`src/rtl/pams_pkg.sv`:
```
package pams_pkg;
  localparam int MODE_W = 7;

  // mode word bit positions
  localparam int MB_PRE_SUB  = 0;
  localparam int MB_PRE_USED = 1;
  localparam int MB_ZSEL_LO  = 2;
  localparam int MB_MUL_EN   = 4;
  localparam int MB_POST_SUB = 5;
  localparam int MB_CIN_EN   = 6;

  // post-stage control bundle: {mode[6:2], cin}
  localparam int CTL_W = MODE_W - 1;

  typedef enum logic [1:0] {
    Z_ZERO = 2'b00,
    Z_EXT  = 2'b01,
    Z_CASC = 2'b10,
    Z_FB   = 2'b11
  } zsel_e;
endpackage

```
`src/rtl/pams_stage.sv`:
```
module pams_stage #(
  parameter int W  = 8,
  parameter bit EN = 1'b1
) (
  input  logic         clk,
  input  logic         rst,
  input  logic         ce,
  input  logic [W-1:0] d,
  output logic [W-1:0] q
);
  generate
    if (EN) begin : g_reg
      logic [W-1:0] q_r;
      always_ff @(posedge clk) begin
        if (rst)     q_r <= '0;
        else if (ce) q_r <= d;
      end
      assign q = q_r;
    end else begin : g_wire
      assign q = d;
    end
  endgenerate
endmodule

```
`src/rtl/pams_preadd.sv`:
```
module pams_preadd #(
  parameter int AW = 25
) (
  input  logic          use_d,
  input  logic          sub,
  input  logic [AW-1:0] a,
  input  logic [AW-1:0] d,
  output logic [AW-1:0] op
);
  logic [AW-1:0] comb_sum;

  always_comb begin
    comb_sum = sub ? (d - a) : (d + a);
    op       = use_d ? comb_sum : a;
  end
endmodule

```
`src/rtl/pams_mult.sv`:
```
module pams_mult #(
  parameter int AW = 25,
  parameter int BW = 18,
  parameter int PW = 48
) (
  input  logic [AW-1:0] op,
  input  logic [BW-1:0] b,
  output logic [PW-1:0] m_ext
);
  localparam int MW = AW + BW;

  logic signed [MW-1:0] prod;

  always_comb begin
    prod  = MW'($signed(op)) * MW'($signed(b));
    m_ext = {{(PW-MW){prod[MW-1]}}, prod};
  end
endmodule

```
`src/rtl/pams_postadd.sv`:
```
module pams_postadd
  import pams_pkg::*;
#(
  parameter int PW = 48
) (
  input  logic [1:0]    zsel,
  input  logic          mul_en,
  input  logic          post_sub,
  input  logic          cin_en,
  input  logic          cin,
  input  logic [PW-1:0] c,
  input  logic [PW-1:0] casc,
  input  logic [PW-1:0] fb,
  input  logic [PW-1:0] m,
  output logic [PW-1:0] sum
);
  logic [PW-1:0] z;
  logic [PW-1:0] addend;

  always_comb begin
    unique case (zsel_e'(zsel))
      Z_ZERO:  z = '0;
      Z_EXT:   z = c;
      Z_CASC:  z = casc;
      default: z = fb;
    endcase
    addend = (mul_en ? m : '0) + {{(PW-1){1'b0}}, cin_en & cin};
    sum    = post_sub ? (z - addend) : (z + addend);
  end
endmodule

```
`src/rtl/pams_slice.sv`:
```
module pams_slice
  import pams_pkg::*;
#(
  parameter int A_W    = 25,
  parameter int B_W    = 18,
  parameter int P_W    = 48,
  parameter bit IN_REG = 1'b1,
  parameter bit AD_REG = 1'b1,
  parameter bit M_REG  = 1'b1,
  parameter bit P_REG  = 1'b1
) (
  input  logic              clk,
  input  logic              rst,
  input  logic              ce,
  input  logic [MODE_W-1:0] mode_in,
  input  logic [A_W-1:0]    a_in,
  input  logic [A_W-1:0]    d_in,
  input  logic [B_W-1:0]    b_in,
  input  logic [P_W-1:0]    c_in,
  input  logic              cin_in,
  input  logic [P_W-1:0]    pcas_in,
  output logic [P_W-1:0]    p_out,
  output logic [P_W-1:0]    pcas_out,
  output logic [B_W-1:0]    bcas_out
);
  localparam int M_W    = A_W + B_W;
  localparam int CTL1_W = MODE_W + 1;
  localparam int EXT_W  = P_W - M_W + 1;

  // stage 1: input registers
  logic [A_W-1:0]    a1, d1;
  logic [B_W-1:0]    b1;
  logic [P_W-1:0]    c1;
  logic [CTL1_W-1:0] ctl1;

  pams_stage #(.W(A_W),    .EN(IN_REG)) u_s1_a   (.clk, .rst, .ce, .d(a_in), .q(a1));
  pams_stage #(.W(A_W),    .EN(IN_REG)) u_s1_d   (.clk, .rst, .ce, .d(d_in), .q(d1));
  pams_stage #(.W(B_W),    .EN(IN_REG)) u_s1_b   (.clk, .rst, .ce, .d(b_in), .q(b1));
  pams_stage #(.W(P_W),    .EN(IN_REG)) u_s1_c   (.clk, .rst, .ce, .d(c_in), .q(c1));
  pams_stage #(.W(CTL1_W), .EN(IN_REG)) u_s1_ctl (.clk, .rst, .ce,
                                                   .d({mode_in, cin_in}), .q(ctl1));

  // pre-adder (ctl1 = {mode, cin})
  logic [A_W-1:0] ad_op;

  pams_preadd #(.AW(A_W)) u_preadd (
    .use_d (ctl1[MB_PRE_USED+1]),
    .sub   (ctl1[MB_PRE_SUB+1]),
    .a     (a1),
    .d     (d1),
    .op    (ad_op)
  );

  // stage 2: pre-adder result; pre-adder bits dropped from the control bundle
  logic [A_W-1:0]   ad2;
  logic [B_W-1:0]   b2;
  logic [P_W-1:0]   c2;
  logic [CTL_W-1:0] ctl2;

  pams_stage #(.W(A_W),   .EN(AD_REG)) u_s2_ad  (.clk, .rst, .ce, .d(ad_op), .q(ad2));
  pams_stage #(.W(B_W),   .EN(AD_REG)) u_s2_b   (.clk, .rst, .ce, .d(b1),    .q(b2));
  pams_stage #(.W(P_W),   .EN(AD_REG)) u_s2_c   (.clk, .rst, .ce, .d(c1),    .q(c2));
  pams_stage #(.W(CTL_W), .EN(AD_REG)) u_s2_ctl (.clk, .rst, .ce,
                                                  .d({ctl1[CTL1_W-1:MB_ZSEL_LO+1], ctl1[0]}),
                                                  .q(ctl2));

  // multiplier
  logic [P_W-1:0] m_ext;

  pams_mult #(.AW(A_W), .BW(B_W), .PW(P_W)) u_mult (
    .op    (ad2),
    .b     (b2),
    .m_ext (m_ext)
  );

  // stage 3: product register; ctl3 = {cin_en, post_sub, mul_en, zsel[1:0], cin}
  logic [P_W-1:0]   m3;
  logic [P_W-1:0]   c3;
  logic [CTL_W-1:0] ctl3;

  pams_stage #(.W(P_W),   .EN(M_REG)) u_s3_m   (.clk, .rst, .ce, .d(m_ext), .q(m3));
  pams_stage #(.W(P_W),   .EN(M_REG)) u_s3_c   (.clk, .rst, .ce, .d(c2),    .q(c3));
  pams_stage #(.W(CTL_W), .EN(M_REG)) u_s3_ctl (.clk, .rst, .ce, .d(ctl2),  .q(ctl3));

  // post-adder
  logic [P_W-1:0] fb;
  logic [P_W-1:0] p_sum;

  pams_postadd #(.PW(P_W)) u_postadd (
    .zsel     (ctl3[2:1]),
    .mul_en   (ctl3[3]),
    .post_sub (ctl3[4]),
    .cin_en   (ctl3[5]),
    .cin      (ctl3[0]),
    .c        (c3),
    .casc     (pcas_in),
    .fb       (fb),
    .m        (m3),
    .sum      (p_sum)
  );

  // stage 4: result register
  pams_stage #(.W(P_W), .EN(P_REG)) u_s4_p (.clk, .rst, .ce, .d(p_sum), .q(p_out));

  generate
    if (P_REG) begin : g_fb
      assign fb = p_out;
    end else begin : g_nofb
      assign fb = '0;
    end
  endgenerate

  assign pcas_out = p_out;
  assign bcas_out = b1;

  // upper product bits all copy the product sign
  a_r2_sign_ext: assert property (@(posedge clk) disable iff (rst)
    ($countones(m_ext[P_W-1:M_W-1]) == 0) || ($countones(m_ext[P_W-1:M_W-1]) == EXT_W));

  generate
    if (P_REG) begin : g_p_chk
      // a stalled clock leaves the result untouched
      a_r8_stall_hold: assert property (@(posedge clk) disable iff (rst)
        !ce |=> $stable(p_out));
      // reset clears the result whatever the enable does
      a_r9_reset_clear: assert property (@(posedge clk)
        rst |=> (p_out == '0));
      // feedback with nothing added keeps the result
      a_r5_acc_hold: assert property (@(posedge clk) disable iff (rst)
        (ce && ctl3[2:1] == 2'b11 && !ctl3[3] && !ctl3[5]) |=> $stable(p_out));
    end
    if (IN_REG) begin : g_b_chk
      // coefficient cascade follows the captured coefficient
      a_r10_bcas_follow: assert property (@(posedge clk) disable iff (rst)
        ce |=> (bcas_out == $past(b_in)));
      // coefficient cascade frozen while stalled
      a_r8_bcas_stall: assert property (@(posedge clk) disable iff (rst)
        !ce |=> $stable(bcas_out));
    end
  endgenerate
endmodule

```
`config.mk`:
```
export PLATFORM = sky130hd
export DESIGN_NAME = pams_slice
export DESIGN_NICKNAME = d
export VERILOG_FILES = /design/src/rtl/pams_pkg.sv /design/src/rtl/pams_stage.sv /design/src/rtl/pams_preadd.sv /design/src/rtl/pams_mult.sv /design/src/rtl/pams_postadd.sv /design/src/rtl/pams_slice.sv
export SDC_FILE = /design/constraint.sdc
export NUM_CORES = 2
export LEC_CHECK = 0
export ABC_AREA = 1
export BUFFER_PORTS_ARGS = -buffer_cell sky130_fd_sc_hd__buf_2
export CAP_MARGIN = 20
export CORE_MARGIN = 2
export CORE_UTILIZATION = 58
export CTS_BUF_LIST = sky130_fd_sc_hd__clkbuf_8
export CTS_CLUSTER_SIZE = 28
export DETAILED_ROUTE_END_ITERATION = 6
export PLACE_DENSITY = 0.77
export SETUP_SLACK_MARGIN = 0.5
export SLEW_MARGIN = 20
export SYNTH_ARGS = -nofsm -noshare
export SYNTH_HDL_FRONTEND = slang
export SYNTH_HIERARCHICAL = 1
export SYNTH_SLANG_ARGS = --single-unit
```
`constraint.sdc`:
```
create_clock -name clk -period 17.6 [get_ports clk]
set_input_delay 3.52 -clock clk [delete_from_list [all_inputs] [get_ports clk]]
set_output_delay 3.52 -clock clk [all_outputs]
set_load 0.02 [all_outputs]
```
==> Word level (Yosys, flattened, before mapping) <==
Cells that the tools add are included.
{ "totals": {"word_cells": 28, "ram_bits": 0, "out_inout_bits": 114, "memories": 0, "ff_bits": 366, "in_bits": 175, "latch_bits": 0, "rom_bits": 0} }
{ "classes": {"n_eq_ne": 2, "div_mod_pow": 0, "reduce_logical": 1, "n_mul": 1, "n_bitwise": 1, "n_shift": 0, "order_cmp": 0, "add_sub_neg": 5, "muxes": 5} }
{ "ops": {"columns": ["op", "count"], "rows": [
  ["48-bit one-hot mux with 3 select lines", 1],
  ["48-bit two-way mux", 2],
  ["25-bit two-way mux", 2],
  ["48-bit by 1-bit adder with 48-bit output", 1],
  ["48-bit adder", 1],
  ["48-bit subtractor", 1],
  ["25-bit by 18-bit multiplier with 43-bit output", 1],
  ["25-bit adder", 1],
  ["25-bit subtractor", 1],
  ["2-bit by 1-bit equality test with 1-bit output, second input constant", 1],
  ["2-bit equality test, second input constant", 1],
  ["2-bit zero test", 1],
  ["1-bit bitwise AND", 1]
]} }

==> Depth between registers and ports, before layout <==
{ "logic_depth": {"word_depth": 4, "mapped_depth": 39, "ltp_nobuf": 35} }

==> By module <==
Netlist, hierarchy kept.
{ "modules_own_cells": {"columns": ["module", "area_each_um2", "seq_area_each_um2", "n_inst", "cells_per_inst"], "rows": [
  ["pams_mult", 17357.9, 0.0, 1, 2345],
  ["pams_stage (u_s1_c ...)", 1976.9, 960.9, 5, 305],
  ["pams_postadd", 7273.2, 0.0, 1, 1406],
  ["pams_stage (u_s1_a ...)", 1066.0, 500.5, 3, 159],
  ["pams_preadd", 2752.6, 0.0, 1, 559],
  ["pams_stage (u_s1_b ...)", 759.5, 360.3, 2, 114],
  ["pams_stage (u_s2_ctl ...)", 247.7, 120.1, 2, 38],
  ["pams_slice", 360.3, 0.0, 1, 48],
  ["pams_stage (u_s1_ctl)", 341.6, 160.2, 1, 51]
]} }

==> Least setup slack after synthesis <==
OpenSTA, ideal clock, no wires.
{ "synth_timing": {"path_type": "register to register", "startpoint": "reg u_s2_ad.g_reg.q_r[24] (netlist: u_s2_ad/q[24])", "endpoint": "reg u_s3_m/q[44] (netlist name)", "path_stages_with_launch": 27, "arrival_ps": 6229, "n_path_buf": 3, "t_required_ps": 17536, "setup_ps": 64, "path_slack_ps": 11307, "synth_period_minus_slack_ps": 6293, "path_cell_list": "dfxtp_1 -> clkbuf_1 -> clkbuf_1 -> nand2_1 -> fa_1 -> inv_1 -> fa_1 -> fa_1 -> fa_1 -> fa_1 -> inv_1 -> fa_1 -> inv_1 -> ha_1 -> inv_1 -> nor3_1 -> nand2_1 -> nor2_1 -> nand3_1 -> nand3_1 -> nand2_1 -> nand2_1 -> buf_4 -> inv_1 -> nand2_1 -> nand2_1 -> nor2_1"} }
{ "synth_via": {"elab_chain_cells": 1} }
{ "synth_lines": {"columns": ["item", "line_no", "text"], "rows": [
  ["start: declaration", "pams_stage.sv:13", "logic [W-1:0] q_r;"],
  ["start signal: assignment", "pams_stage.sv:15", "if (rst) q_r <= '0;"],
  ["start signal: assignment", "pams_stage.sv:16", "else if (ce) q_r <= d;"],
  ["25-bit by 18-bit multiplier with 43-bit output", "pams_mult.sv:15", "prod = MW'($signed(op)) * MW'($signed(b));"],
  ["via m_ext[42]", "pams_slice.sv:68", "logic [P_W-1:0] m_ext;"]
]} }
The timed path passes the listed nets, and every way through them passes these cells.
A chain may end at the register's enable or synchronous reset.

==> Final worst setup path <==
{ "layout_timing": {"startpoint": "reg u_s2_b.g_reg.q_r[3] (netlist: u_s2_b/q[3])", "endpoint": "reg u_s3_m/q[43] (netlist name)"} }
{ "layout_via": {"elab_chain_cells": 1} }
{ "layout_lines": {"columns": ["item", "line_no"], "rows": [
  ["start: declaration", "pams_stage.sv:13"],
  ["start signal: assignment", "pams_stage.sv:15"],
  ["start signal: assignment", "pams_stage.sv:16"],
  ["25-bit by 18-bit multiplier with 43-bit output", "pams_mult.sv:15"],
  ["via m_ext[42]", "pams_slice.sv:68"]
]} }
The timed path passes the listed nets, and every way through them passes these cells.

==> results.yml <==
run_status:
  status: "finished, final reports clean"
clocking:
  cts_tree: "done"
  postCtsHoldBufs: 0
  postCtsSetupBuffers: 0
  clk_pin_slew_ns: 0.06
  cts_root_buf: "clkbuf_8"
  clock_latency_ns: 0.68
  htreeDepth: 3
  cts-buffers-inserted: 67
  clock-sinks: 371
  cts_buffer_depth: 3
  cts_resized: 0
drt:
  vias_per_cell: 5.13
  vias: 40100
  firstDrtPassIters: 6
  initialDrtViolationCount: 3790
  ant_nets: 0
  drc: 0
  wl_per_cell_microns: 16.3
  drt-total-wl_mm: 127
synthesis:
  synthSimpleGateAreaFrac: 0.326
  yosys.area.top_type_share: 0.205
  synthTopCellsByArea: "fa_1, nand2_1, dfxtp_1"
  synthesis.nets: 7520
  synth-xor-area-share: 0.0356
  synth_adder_area_share: 0.260
  synth_cells: 6715
  synth-seq-cells: 371
  synth_largest_area_cell: "fa_1"
  synth.distinct_cells: 52
  synth_compound_area_frac: 0.0392
  syn_area_sq_mm: 0.0432
  synth_top_family_by_area: "simple AND/OR/NAND/NOR gates"
  ys_warn_count: 6
  avgSynthCellArea_sq_um: 6.43
  yosysSeqAreaShare: 0.172
  synthMuxAreaShare: 0
pwr:
  pwr-share-clk: 0.215
  p_sw_mw: 1.92
  power_density_mw_per_mm2: 87.6
  seq_power_share: 0.268
  leakage_nw: 26.4
  ir_drop_mv: 0.0621
  p_int_mw: 2.08
  combPwrFrac: 0.517
  switching_share: 0.480
global_route:
  grt_pass1_wl_mm: 203
  grt-busiest-layer: "met2"
  grt_pass1_vias: 38400
  use_met2: 0.507
  antenna_found_initial: 2
  grt_max_degree: 167
  grt_use_total: 0.330
  gr-total-overflow: 0
  grt_use_met1: 0.472
  grt_use_met3: 0.0586
timing:
  setup_viol: 0
  post-route-period-util: 0.411
  whs_ns: 0.468
  maxSlewHeadroom: 0.267
  rsz0062_at_grt: "false"
  slew_viol_final: 0
  worst_pin_slew_ns: 1.10
  fin_skew_ns: 0.0578
  fmax_mhz: 138
  min_period_ns: 7.23
  finalHoldViolCount: 0
  fin_setup_tns_ns: 0
worst_setup_path:
  cp_slowest_cell: "dfxtp_1"
  crit_family: "adder cells"
  cp_cell_sequence: "nand2_1 > inv_1 > fa_1 > fa_1 > fa_1 > fa_1 > fa_1 > inv_1 > fa_1 > inv_1 > ha_1 > inv_1 > nor3_1 > nand2_1 > nor2_1 > nand3_1 > nand3_1 > nand2_1 > nand2_1 > inv_1 > nand2_1 > nand2_1 > nor2_1"
  max_stage_delay_ns: 1.04
  path_max_fanout: 26
  cp-end-kind: "register"
  cp.required_ns: 18.21
  worstPathArrival_ns: 7.84
  critical_path_buf_inv_count: 5
  crit_path_start_kind: "register"
  criticalPathCategory: "register to register"
floorplanning:
  io_pins: 289
  die_x_microns: 277
  fp.dieArea_sq_mm: 0.0767
  die_h_microns: 277
  initial_core_util: 0.583
  rows: 100
  coreArea_sq_mm: 0.0741
finish:
  drive_above_1_share: 0.0812
  nNetsFinal: 7603
  syn2layout_area_growth_pct: 5.66
  mostFrequentLayoutCell: "nand2_1"
  final_cell_area_sq_mm: 0.0456
  final_cell_mix: "nand2_1, inv_1, nor2_1"
min_path:
  min_path_type: "register to register"
placement:
  port_buffers: 288
  dpl.hpwl_mm: 101
  placed_cell_area_sq_mm: 0.0442
  place.gp.congestion: 1.02
job:
  maxCapViolCount: 0
-- power groups by stage --
stage / Combinational [mW] / Sequential, mW / Clock (mW)
after detailed placement: 2.02 / 1.08 / 0
final: 2.07 / 1.07 / 0.858
after global placement: 2.00 / 1.08 / 0
after global routing: 2.32 / 1.08 / 0.912
after floorplan: 1.52 / 1.03 / 0
after CTS: 2.04 / 1.07 / 0.876
-- kinds of logic (layout without fill, tap and decap cells) --
kind of cell               after synthesis  in the layout
AOI/OAI and AO/OA                      300            300
xor gates and xnor gates               172            172
adders and majority gates              630            630
buffers and inverters                 1723           1852
DFF                                    371            371
other                                    0              1
and+or+nand+nor                       3519           3519
-- layer usage --
metal / part of all wire / wire (microns)
met1: 0.45 / 57800
met2: 0.43 / 54800
met3: 0.084 / 10700
met4: 0.031 / 3880
met5: 0.00010 / 13
-- worst register-to-register path, stage by stage (launching register included) --
cell     delay, ns
dfxtp_1       1.04
nand2_1       0.27
inv_1         0.20
fa_1          0.58
fa_1          0.95
fa_1          0.61
fa_1          0.55
fa_1          0.55
inv_1         0.05
fa_1          0.53
inv_1         0.04
ha_1          0.35
inv_1         0.09
nor3_1        0.28
nand2_1       0.12
nor2_1        0.19
nand3_1       0.14
nand3_1       0.10
nand2_1       0.05
nand2_1       0.20
inv_1         0.07
nand2_1       0.06
nand2_1       0.06
nor2_1        0.11
-- registers in the layout (all words and copies together) (netlist names) --
| register | flops |
|---|---|
| u_s2_ad/q | 25 |
| u_s1_ctl/q | 8 |
| u_s3_m/q | 48 |
| u_s3_c/q | 48 |
| u_s2_c/q | 48 |
| u_s3_ctl/q | 6 |
| u_s1_c/q | 48 |
| u_s2_b/q | 18 |
| u_s1_a/q | 25 |
| u_s4_p/q | 48 |
| u_s1_d/q | 25 |
| u_s2_ctl/q | 6 |
| u_s1_b/q | 18 |
-- cells in the mapped netlist, drive strengths merged --
| library cell | n |
|---|---|
| clkinv | 2 |
| xor2 | 117 |
| o2111ai | 1 |
| o211ai | 4 |
| nor3 | 20 |
| xnor2 | 55 |
| nand3 | 214 |
| a21boi | 3 |
| nand2b | 1 |
| o21ai | 79 |
| o221ai | 1 |
| nand3b | 16 |
| or2 | 10 |
| nor3b | 1 |
| a21oi | 134 |
| dfxtp | 371 |
| a21o | 8 |
| buf | 186 |
| a31oi | 21 |
| inv | 1406 |
| nor2 | 1137 |
| clkbuf | 129 |
| nand4 | 44 |
| a311oi | 1 |
| a22o | 1 |
| nand2 | 2067 |
| a221oi | 4 |
| o31ai | 3 |
| fa | 443 |
| o21a | 5 |
| nor4 | 5 |
| o21bai | 15 |
| and2 | 4 |
| ha | 187 |
| o22ai | 20 |
-- cell type report --
type                            instances  area [sq um]
Antenna cell                            1          2.50
Clock buffer                           78          1070
Clock inverter                         37           319
Fill cell                            7131         28400
Inverter                             1408          5290
Multi-Input combinational cell       4621         28500
Sequential cell                       371          7430
Tap cell                              969          1210
Timing Repair Buffer                  329          1780
-- final timing paths --
check	slack, ns	start	cells past startpoint	to
min	0.47	u_s1_c/q[28]	2	u_s1_c/q[28]
min reg2reg	0.47	u_s1_c/q[28]	2	u_s1_c/q[28]
max reg2reg	10.37	u_s2_b/q[3]	23	u_s3_m/q[43]
max	10.37	u_s2_b/q[3]	23	u_s3_m/q[43]
-- per-stage QoR --
stage | power, mW | cells | worst slack [ns] | utilization
2_1_floorplan | 2.55 | 6715 | 11.31 | -
3_3_place_gp | 3.09 | 7697 | 10.54 | 0.597
3_5_place_dp | 3.11 | 7697 | 10.40 | 0.597
4_1_cts | 3.98 | 7812 | 10.41 | 0.616
5_1_grt | 4.32 | 7814 | 9.94 | 0.616
6_report | 4.00 | 7814 | 10.37 | 0.616
(Power assumes the default switching activity.)
